[config.mk]
export PLATFORM = sky130hd
export DESIGN_NAME = fileop_exec
export DESIGN_NICKNAME = d
export VERILOG_FILES = /design/src/rtl/fileop_pkg.sv /design/src/rtl/fileop_ctrl.sv /design/src/rtl/fileop_dpath.sv /design/src/rtl/fileop_exec.sv
export SDC_FILE = /design/constraint.sdc
export NUM_CORES = 1
export LEC_CHECK = 0
export CORE_MARGIN = 2
export CORE_UTILIZATION = 55
export DETAILED_ROUTE_END_ITERATION = 12
export DONT_BUFFER_PORTS = 1
export PLACE_DENSITY = 0.73
export SLEW_MARGIN = 20
export SYNTH_ARGS = -nofsm -noshare
export SYNTH_HDL_FRONTEND = slang
export SYNTH_SLANG_ARGS = --single-unit
[constraint.sdc]
create_clock -name clk -period 1.7 [get_ports clk]
set_clock_uncertainty 0.1 [all_clocks]
set_input_delay 0.085 -clock clk [delete_from_list [all_inputs] [get_ports clk]]
set_output_delay 0.085 -clock clk [all_outputs]
set_load 0.03 [all_outputs]
[src/rtl/fileop_pkg.sv]
package fileop_pkg;

  typedef enum logic [2:0] {
    PH_IDLE,
    PH_DEC,
    PH_RD,
    PH_PROC,
    PH_WR
  } phase_t;

  typedef enum logic [1:0] {
    OP_NOP,
    OP_ROR,
    OP_FILL
  } op_t;

  // strobes handed from the sequencer to the datapath
  typedef struct packed {
    logic loadInstr;
    logic loadAddr;
    logic readEn;
    logic loadResult;
    logic writeEn;
    logic commitW;
    logic commitFlags;
    logic isRot;
  } strobe_t;

  localparam logic [5:0] ROR_OPCODE  = 6'b010000;
  localparam logic [6:0] FILL_OPCODE = 7'b0110100;

endpackage

[src/rtl/fileop_ctrl.sv]
module fileop_ctrl
  import fileop_pkg::*;
#(
  parameter int INSTR_W = 16,
  parameter int FILE_W  = 8
) (
  input  logic               clk,
  input  logic               rstN,
  input  logic               start,
  input  logic [INSTR_W-1:0] instrQ,
  output strobe_t            strobes,
  output logic               busy,
  output logic               done
);

  localparam int DEST_BIT = FILE_W + 1;

  phase_t phase;
  op_t    opQ;
  op_t    opDec;
  logic   destMemQ;

  // decode of the latched word, used in the decode phase
  always_comb begin
    if (instrQ[INSTR_W-1 -: 6] == ROR_OPCODE)
      opDec = OP_ROR;
    else if (instrQ[INSTR_W-1 -: 7] == FILL_OPCODE)
      opDec = OP_FILL;
    else
      opDec = OP_NOP;
  end

  always_ff @(posedge clk) begin
    if (!rstN) begin
      phase    <= PH_IDLE;
      opQ      <= OP_NOP;
      destMemQ <= 1'b0;
      done     <= 1'b0;
    end else begin
      done <= (phase == PH_WR);
      unique case (phase)
        PH_IDLE: if (start) phase <= PH_DEC;
        PH_DEC: begin
          opQ      <= opDec;
          destMemQ <= instrQ[DEST_BIT];
          phase    <= PH_RD;
        end
        PH_RD:   phase <= PH_PROC;
        PH_PROC: phase <= PH_WR;
        PH_WR:   phase <= PH_IDLE;
        default: phase <= PH_IDLE;
      endcase
    end
  end

  always_comb begin
    strobes             = '0;
    strobes.loadInstr   = (phase == PH_IDLE) && start;
    strobes.loadAddr    = (phase == PH_DEC);
    strobes.readEn      = (phase == PH_RD) && (opQ != OP_NOP);
    strobes.loadResult  = (phase == PH_PROC);
    strobes.writeEn     = (phase == PH_WR) &&
                          ((opQ == OP_FILL) || ((opQ == OP_ROR) && destMemQ));
    strobes.commitW     = (phase == PH_WR) && (opQ == OP_ROR) && !destMemQ;
    strobes.commitFlags = (phase == PH_WR) && (opQ == OP_ROR);
    strobes.isRot       = (opQ == OP_ROR);
  end

  assign busy = (phase != PH_IDLE);


  rd_follows_dec_chk: assert property (@(posedge clk) disable iff (!rstN)
    (phase == PH_DEC) |=> (phase == PH_RD));


  write_after_read_chk: assert property (@(posedge clk) disable iff (!rstN)
    strobes.writeEn |-> $past(strobes.readEn, 2));


  done_single_chk: assert property (@(posedge clk) disable iff (!rstN)
    done |=> !done);


  busy_ignores_start_chk: assert property (@(posedge clk) disable iff (!rstN)
    (busy && phase != PH_WR) |=> busy);

endmodule

[src/rtl/fileop_dpath.sv]
module fileop_dpath
  import fileop_pkg::*;
#(
  parameter int INSTR_W = 16,
  parameter int FILE_W  = 8,
  parameter int BANK_W  = 4,
  parameter int DATA_W  = 8
) (
  input  logic                      clk,
  input  logic                      rstN,
  input  logic [INSTR_W-1:0]        instr,
  input  logic [BANK_W-1:0]         bankSel,
  input  strobe_t                   strobes,
  input  logic [DATA_W-1:0]         memRdata,
  output logic [INSTR_W-1:0]        instrQ,
  output logic [BANK_W+FILE_W-1:0]  memAddr,
  output logic                      memRe,
  output logic                      memWe,
  output logic [DATA_W-1:0]         memWdata,
  output logic [DATA_W-1:0]         wReg,
  output logic                      flagN,
  output logic                      flagZ
);

  localparam int ADDR_W     = BANK_W + FILE_W;
  localparam int ACCESS_BIT = FILE_W;

  logic [ADDR_W-1:0] addrQ;
  logic [ADDR_W-1:0] addrNext;
  logic [DATA_W-1:0] resultQ;
  logic [DATA_W-1:0] resultNext;
  logic [FILE_W-1:0] fileField;

  assign fileField = instrQ[FILE_W-1:0];

  // bank mapping: bank register, or split access window
  always_comb begin
    if (instrQ[ACCESS_BIT])
      addrNext = {bankSel, fileField};
    else if (fileField[FILE_W-1])
      addrNext = {{BANK_W{1'b1}}, fileField};
    else
      addrNext = {{BANK_W{1'b0}}, fileField};
  end

  always_comb begin
    if (strobes.isRot)
      resultNext = {memRdata[0], memRdata[DATA_W-1:1]};
    else
      resultNext = '1;
  end

  always_ff @(posedge clk) begin
    if (!rstN) begin
      instrQ  <= '0;
      addrQ   <= '0;
      resultQ <= '0;
      wReg    <= '0;
      flagN   <= 1'b0;
      flagZ   <= 1'b0;
    end else begin
      if (strobes.loadInstr)  instrQ  <= instr;
      if (strobes.loadAddr)   addrQ   <= addrNext;
      if (strobes.loadResult) resultQ <= resultNext;
      if (strobes.commitW)    wReg    <= resultQ;
      if (strobes.commitFlags) begin
        flagN <= resultQ[DATA_W-1];
        flagZ <= (resultQ == '0);
      end
    end
  end

  assign memAddr  = addrQ;
  assign memRe    = strobes.readEn;
  assign memWe    = strobes.writeEn;
  assign memWdata = resultQ;


  ror_result_chk: assert property (@(posedge clk) disable iff (!rstN)
    (strobes.loadResult && strobes.isRot) |=>
      (resultQ == {$past(memRdata[0]), $past(memRdata[DATA_W-1:1])}));


  flag_value_chk: assert property (@(posedge clk) disable iff (!rstN)
    strobes.commitFlags |=>
      (flagN == resultQ[DATA_W-1]) && (flagZ == (resultQ == '0)));


  flags_hold_chk: assert property (@(posedge clk) disable iff (!rstN)
    !strobes.commitFlags |=> ($stable(flagN) && $stable(flagZ)));


  w_hold_chk: assert property (@(posedge clk) disable iff (!rstN)
    !strobes.commitW |=> $stable(wReg));


  addr_same_chk: assert property (@(posedge clk) disable iff (!rstN)
    memWe |-> (memAddr == $past(memAddr, 2)));

endmodule

[src/rtl/fileop_exec.sv]
module fileop_exec
  import fileop_pkg::*;
#(
  parameter int INSTR_W = 16,
  parameter int FILE_W  = 8,
  parameter int BANK_W  = 4,
  parameter int DATA_W  = 8
) (
  input  logic                     clk,
  input  logic                     rstN,
  input  logic                     start,
  input  logic [INSTR_W-1:0]       instr,
  input  logic [BANK_W-1:0]        bankSel,
  input  logic [DATA_W-1:0]        memRdata,
  output logic [BANK_W+FILE_W-1:0] memAddr,
  output logic                     memRe,
  output logic                     memWe,
  output logic [DATA_W-1:0]        memWdata,
  output logic [DATA_W-1:0]        wReg,
  output logic                     flagN,
  output logic                     flagZ,
  output logic                     busy,
  output logic                     done
);

  strobe_t            strobes;
  logic [INSTR_W-1:0] instrQ;

  fileop_ctrl #(
    .INSTR_W(INSTR_W),
    .FILE_W (FILE_W)
  ) ctrlInst (
    .clk    (clk),
    .rstN   (rstN),
    .start  (start),
    .instrQ (instrQ),
    .strobes(strobes),
    .busy   (busy),
    .done   (done)
  );

  fileop_dpath #(
    .INSTR_W(INSTR_W),
    .FILE_W (FILE_W),
    .BANK_W (BANK_W),
    .DATA_W (DATA_W)
  ) dpathInst (
    .clk     (clk),
    .rstN    (rstN),
    .instr   (instr),
    .bankSel (bankSel),
    .strobes (strobes),
    .memRdata(memRdata),
    .instrQ  (instrQ),
    .memAddr (memAddr),
    .memRe   (memRe),
    .memWe   (memWe),
    .memWdata(memWdata),
    .wReg    (wReg),
    .flagN   (flagN),
    .flagZ   (flagZ)
  );

endmodule

# After elaboration in Yosys (flattened, before gate mapping)
# Cells that the tools add are included.
[op_classes] n_eq_ne=9 muxes=7 n_reduce_logical=12
[ops] op="12-bit 2-to-1 mux" count=2
[ops] op="3-bit one-hot mux with 4 select lines" count=1
[ops] op="8-bit logical NOT" count=1
[ops] op="8-bit 2-to-1 mux" count=1
[ops] op="7-bit by 6-bit == test with 1-bit output, second input constant" count=1
[ops] op="3-bit by 2-bit == test with 1-bit output, second input constant" count=2
[ops] op="6-bit by 5-bit == test with 1-bit output, second input constant" count=1
[ops] op="1-bit logical AND" count=6
[ops] op="2-bit 2-to-1 mux" count=2
[ops] op="3-bit by 1-bit == test with 1-bit output, second input constant" count=1
[ops] op="3-bit == test, second input constant" count=1
[ops] op="3-bit logical NOT" count=1
[ops] op="3-bit 2-to-1 mux" count=1
[ops] op="3-bit nonzero test" count=1
[ops] op="2-bit by 1-bit == test with 1-bit output, second input constant" count=1
[ops] op="2-bit == test, second input constant" count=1
[ops] op="2-bit inequality test, second input constant" count=1
[ops] op="2-bit nonzero test" count=1
[ops] op="1-bit logical NOT" count=1
[ops] op="1-bit logical OR" count=1
[word_totals] regBits=53 in_bits=31 out_inout_bits=34 elab_cells=38

# Logic depth before layout (Yosys ltp)
[logic_depth] word_depth=4 mapped_depth=5 ltp_nobuf=3

# Hierarchy
# A second synthesis with hierarchy kept.
[unflattened] hier_cells=200 hier_area_um2=2185.8
[modules_own_cells] mod="fileop_dpath" instances=1 cells_per_inst=161 area_per_inst_um2=1843.0 seq_area_each_um2=920.9
[modules_own_cells] mod="fileop_ctrl" instances=1 cells_per_inst=39 area_per_inst_um2=342.8 seq_area_each_um2=140.1

# Worst setup path before layout
# Ideal clock, no wire load.
[synth_timing] path_type="flip-flop to flip-flop" startpoint="register ctrlInst.phase[1]" endpoint="register dpathInst.wReg[0]" setup_time_ns=0.072 t_arrival_ns=1.434 t_required_ns=1.528 path_slack_ns=0.094 stages_incl_launch_ff=5 path_buffers=1 synth_period_minus_slack_ns=1.606 path_cell_list="dfxtp_1 > buf_2 > or3b_4 > nor3_4 > mux2i_1"
[synth_between] elab_chain_len=3
[synth_rtl] element="from (decl)" line="fileop_ctrl.sv:18" rtl="phase_t phase;"
[synth_rtl] element="from (signal assigned)" line="fileop_ctrl.sv:35" rtl="phase <= PH_IDLE;"
[synth_rtl] element="from (signal assigned)" line="fileop_ctrl.sv:42" rtl="PH_IDLE: if (start) phase <= PH_DEC;"
[synth_rtl] element="from (signal assigned)" line="fileop_ctrl.sv:46" rtl="phase <= PH_RD;"
[synth_rtl] element="3-bit == test" line="fileop_ctrl.sv:64" rtl="strobes.commitW = (phase == PH_WR) && (opQ == OP_ROR) && !destMemQ;"
[synth_rtl] element="1-bit logical AND (2 in series)" line="fileop_ctrl.sv:64"
[synth_rtl] element="to (signal assigned)" line="fileop_dpath.sv:65" rtl="if (strobes.commitW) wReg <= resultQ;"
[synth_rtl] element="to (decl)" line="fileop_dpath.sv:20" rtl="output logic [DATA_W-1:0] wReg,"
# No other way between the ends.
# A chain may end at the register's enable or synchronous reset.

# Worst setup path after layout
[layout_timing] startpoint="register ctrlInst.phase[0]" endpoint="output memWe"
[layout_between] elab_chain_len=2
[layout_rtl] element="3-bit == test" line="fileop_ctrl.sv:62" rtl="strobes.writeEn = (phase == PH_WR) &&"
[layout_rtl] element="1-bit logical AND" line="fileop_ctrl.sv:62"
[layout_rtl] element="to (decl)" line="fileop_exec.sv:17" rtl="output logic memWe,"
# No other way between the ends.

==> out/qor.log <==
[run_status] status completed
[yosys] synthesized flop and latch total 53
[setup_path] CP cell instances or3b_4 > nor2_1 > buf_4
[yosys] cell types with the largest area share after synthesis sky130_fd_sc_hd__dfxtp_1 (51%), sky130_fd_sc_hd__nand2_1 (9.6%), sky130_fd_sc_hd__mux2i_1 (6.7%)
[clock_network] worst-skew pair later-pin latency 300 ps
[sta] slew of the pin with the lowest slew margin 485 ps
[clock_network] H-Tree Level Count 2
[clock_network] Post-CTS Resized 0
[final_layout] Final Core Density 70.9%
[floorplanning] Core ar. 3660 um2
[floorplanning] height of the die 65.5 um
[clock_network] CTS tree done
[clock_network] hold bufs inserted after CTS 30
[clock_network] maximum count of clock buffers along a single path 2
[final_layout] number of nets in the final layout 304
[yosys] Post-Synthesis Cell Area 2080 um2
[grt] total congestion overflow 0
[floorplanning] die width 65.5 um
[setup_path] critical path data arrival time 1390 ps
[clock_network] TritonCTS Buffers 5
[floorplanning] Die ar. 4290 um2
[drt] number of remaining DRC errors 0
[drt] final routed wire length divided by cell count 14.1 um
[clock_network] CTS sink count 53
[grt] total track usage 22.4%
[clock_network] buffer count from post-CTS setup fixing 0
[final_layout] share of cells above drive strength 1 8.76%
[yosys] library cell with the largest summed area after synthesis sky130_fd_sc_hd__dfxtp_1
[sta] final hold violations 0
[placed_design] sum of net half-perimeters after detailed placement 2.93 mm
[yosys] Avg Inst Size Synth 8.53 um2
[drt] total vias in the final route 1707
[drt] number of vias per cell after detailed routing 5.30
[sta] post-route clock period utilization 92.4%
[yosys] share of the synthesized area in the top cell type 51.0%
[sta] unrepaired setup endpoints after global routing false
[placed_design] total of buffers placed on input and output ports 0
[drt] number of violations reported at the end of detailed-routing iteration 0 77
[sta] Setup TNS Final 0 ps
[yosys] synthesized netlist net count 275
[min_path] path class of the lowest-slack min-delay path input pin to flop
[setup_path] Worst Setup Start Kind flop
[flow_run] max-cap viol count 0
[sta] Peak Freq 637 MHz
[grt] number of global-route vias before repair 1587
[grt] largest net degree at the start of global routing 54
[yosys] Synth cell types 32
[drt] residual antenna-violating net count after detailed routing 0
[clock_network] clk root buf sky130_fd_sc_hd__clkbuf_8
[setup_path] startpoint-to-endpoint class of the critical path flop to primary output
[setup_path] CP peak stage delay 430 ps
[pwr] cell leakage power 0.894 nW
[placed_design] final weighted congestion of routability-driven global placement 0.686
[final_layout] ANT cells 0
[clock_network] Clock transition at path regs 90 ps
[floorplanning] effective utilization at floorplan 56.9%
[sta] final worst path period need 1570 ps
[sta] max-slew violation total from the final report 0
[floorplanning] I/O pin total 65
[setup_path] worst-path cell with the longest stage delay sky130_fd_sc_hd__or3b_4
[pwr] pwr dens 978 nW/um2
[setup_path] endpoint type of the worst setup path primary output
[sta] final count of negative-setup-slack endpoints 0
[yosys] cell count after synthesis 244
[yosys] share of synthesized area occupied by flip-flops and latches 51.0%
[pwr] maximum resistive drop on vdd 0.000815 V
[grt] antenna violations before repair 0
[setup_path] peak fanout along the critical path 4
[drt] post-detailed-routing wire length 4.53 mm
[sta] worst slew margin relative to its limit 67.2%
[setup_path] required time at the endpoint of the critical path 1510 ps
[floorplanning] number of placement rows 22
[grt] global-route wire length before repair 7.40 mm
[yosys] warnings from Yosys 0
[final_layout] signed area change from the synthesized netlist to the final layout 24.7%
[drt] Pre-antenna DRT Iters 4
-- synth_stat cells --
master / n
sky130_fd_sc_hd__clkinv_1: 1
sky130_fd_sc_hd__or3b_2: 1
sky130_fd_sc_hd__nand4b_1: 1
sky130_fd_sc_hd__nor2_1: 8
sky130_fd_sc_hd__inv_1: 1
sky130_fd_sc_hd__or3_1: 1
sky130_fd_sc_hd__dfxtp_1: 53
sky130_fd_sc_hd__mux2i_1: 14
sky130_fd_sc_hd__buf_2: 1
sky130_fd_sc_hd__nor3_4: 1
sky130_fd_sc_hd__nand3b_1: 1
sky130_fd_sc_hd__o21ai_0: 17
sky130_fd_sc_hd__buf_1: 2
sky130_fd_sc_hd__nor4b_1: 1
sky130_fd_sc_hd__nor4b_2: 1
sky130_fd_sc_hd__buf_4: 1
sky130_fd_sc_hd__nor3_1: 19
sky130_fd_sc_hd__nand2_1: 53
sky130_fd_sc_hd__nor2b_1: 9
sky130_fd_sc_hd__nand3_1: 18
sky130_fd_sc_hd__or3b_4: 1
sky130_fd_sc_hd__clkbuf_1: 14
sky130_fd_sc_hd__a211oi_1: 5
sky130_fd_sc_hd__a21oi_1: 11
sky130_fd_sc_hd__nor3b_2: 1
sky130_fd_sc_hd__nand2b_1: 2
sky130_fd_sc_hd__nand4_1: 1
sky130_fd_sc_hd__nor4_1: 1
sky130_fd_sc_hd__xnor2_1: 1
sky130_fd_sc_hd__o31ai_1: 1
sky130_fd_sc_hd__o21ai_1: 1
sky130_fd_sc_hd__buf_6: 1
-- report_power, final --
part,internal (W),switching [W]
clock,0.000442,0.000389
combinational,0.000143,0.000161
sequential,0.00131,0.0000986
-- state kept, by name (all words and copies together), names as in the netlist --
signal / cells
dpathInst.instrQ: 16
ctrlInst.opQ: 2
ctrlInst.phase: 3
ctrlInst.destMemQ: 1
dpathInst.flagZ: 1
dpathInst.memAddr: 12
dpathInst.memWdata: 8
dpathInst.flagN: 1
dpathInst.wReg: 8
ctrlInst.done: 1
-- worst max-delay path, delay by kind of cell, from the launching register on --
family	cells	cell delay, ps
and+or+nand+nor	2	580
DFF	1	340
buffers and inverters	1	180
-- cell usage in the layout (no fill, tap or decap) --
cell and count:
sky130_fd_sc_hd__a211oi_1 5, sky130_fd_sc_hd__a21oi_1 11, sky130_fd_sc_hd__buf_12 3, sky130_fd_sc_hd__buf_4 9
sky130_fd_sc_hd__bufinv_16 1, sky130_fd_sc_hd__clkbuf_1 1, sky130_fd_sc_hd__clkbuf_8 5, sky130_fd_sc_hd__clkinv_1 1
sky130_fd_sc_hd__clkinv_4 1, sky130_fd_sc_hd__dfxtp_1 53, sky130_fd_sc_hd__dlygate4sd3_1 29, sky130_fd_sc_hd__inv_1 1
sky130_fd_sc_hd__mux2i_1 14, sky130_fd_sc_hd__nand2_1 53, sky130_fd_sc_hd__nand2b_1 2, sky130_fd_sc_hd__nand3_1 18
sky130_fd_sc_hd__nand3b_1 1, sky130_fd_sc_hd__nand4_1 1, sky130_fd_sc_hd__nand4b_1 1, sky130_fd_sc_hd__nor2_1 8
sky130_fd_sc_hd__nor2b_1 9, sky130_fd_sc_hd__nor3_1 19, sky130_fd_sc_hd__nor3_4 1, sky130_fd_sc_hd__nor3b_2 1
sky130_fd_sc_hd__nor4_1 1, sky130_fd_sc_hd__nor4b_1 1, sky130_fd_sc_hd__nor4b_4 1, sky130_fd_sc_hd__o21ai_0 17
sky130_fd_sc_hd__o21ai_1 1, sky130_fd_sc_hd__o31ai_1 1, sky130_fd_sc_hd__or3_1 1, sky130_fd_sc_hd__or3b_2 1
sky130_fd_sc_hd__or3b_4 1, sky130_fd_sc_hd__xnor2_1 1
-- final cells by class --
cell class              count  area (um2)
well taps                  48        60.1
clock inverters             2        38.8
clock buffers               6        72.6
flip-flops and latches     53        1060
repair buffers             41         418
inverters                   2        7.51
fillers                   263        1060
multi-input cells         170         938
-- worst paths after layout --
| path | slack, ps | cells past startpoint | start | to |
|---|---|---|---|---|
| worst max-delay path | 130 | 3 | ctrlInst.phase[0] | memWe |
| worst min-delay path | 20 | 2 | rstN | ctrlInst.opQ[0] |
| worst max register to register | 190 | 4 | ctrlInst.phase[0] | dpathInst.wReg[5] |
| worst min register to register | 350 | 2 | dpathInst.instrQ[2] | dpathInst.instrQ[2] |
-- through the flow --
step                      hold WS, ps  worst slack, ps  area [um2]  power [W]  std cells
after floorplan                   115             94.0        2080    0.00161        244
after global placement            118              267        2170    0.00165        284
after detailed placement          126              185        2170    0.00166        284
after CTS                        4.26              110        2600    0.00257        322
after global routing             36.6             69.8        2600    0.00266        322
final                            24.1              129        2600    0.00254        322
-- logic make-up after synthesis --
group | after synthesis | synth area share (%)
and+or+nand+nor | 120 | 28.4
buffers and inverters | 21 | 4.39
DFF | 53 | 51.0
muxes | 14 | 6.73
xor gates and xnor gates | 1 | 0.421
AOI/OAI and AO/OA | 35 | 9.13
-- per-layer routing --
| metal | global-route usage (%) | vias up | part of all wire [%] |
|---|---|---|---|
| li1 | - | 889 | - |
| met4 | 6.25 | 0 | 1.1 |
| met1 | 24.9 | 763 | 43 |
| met5 | 0 | - | 0 |
| met2 | 40.4 | 49 | 48 |
| met3 | 7.71 | 6 | 7.6 |
No activity file was read; power rests on OpenSTA's default activity.
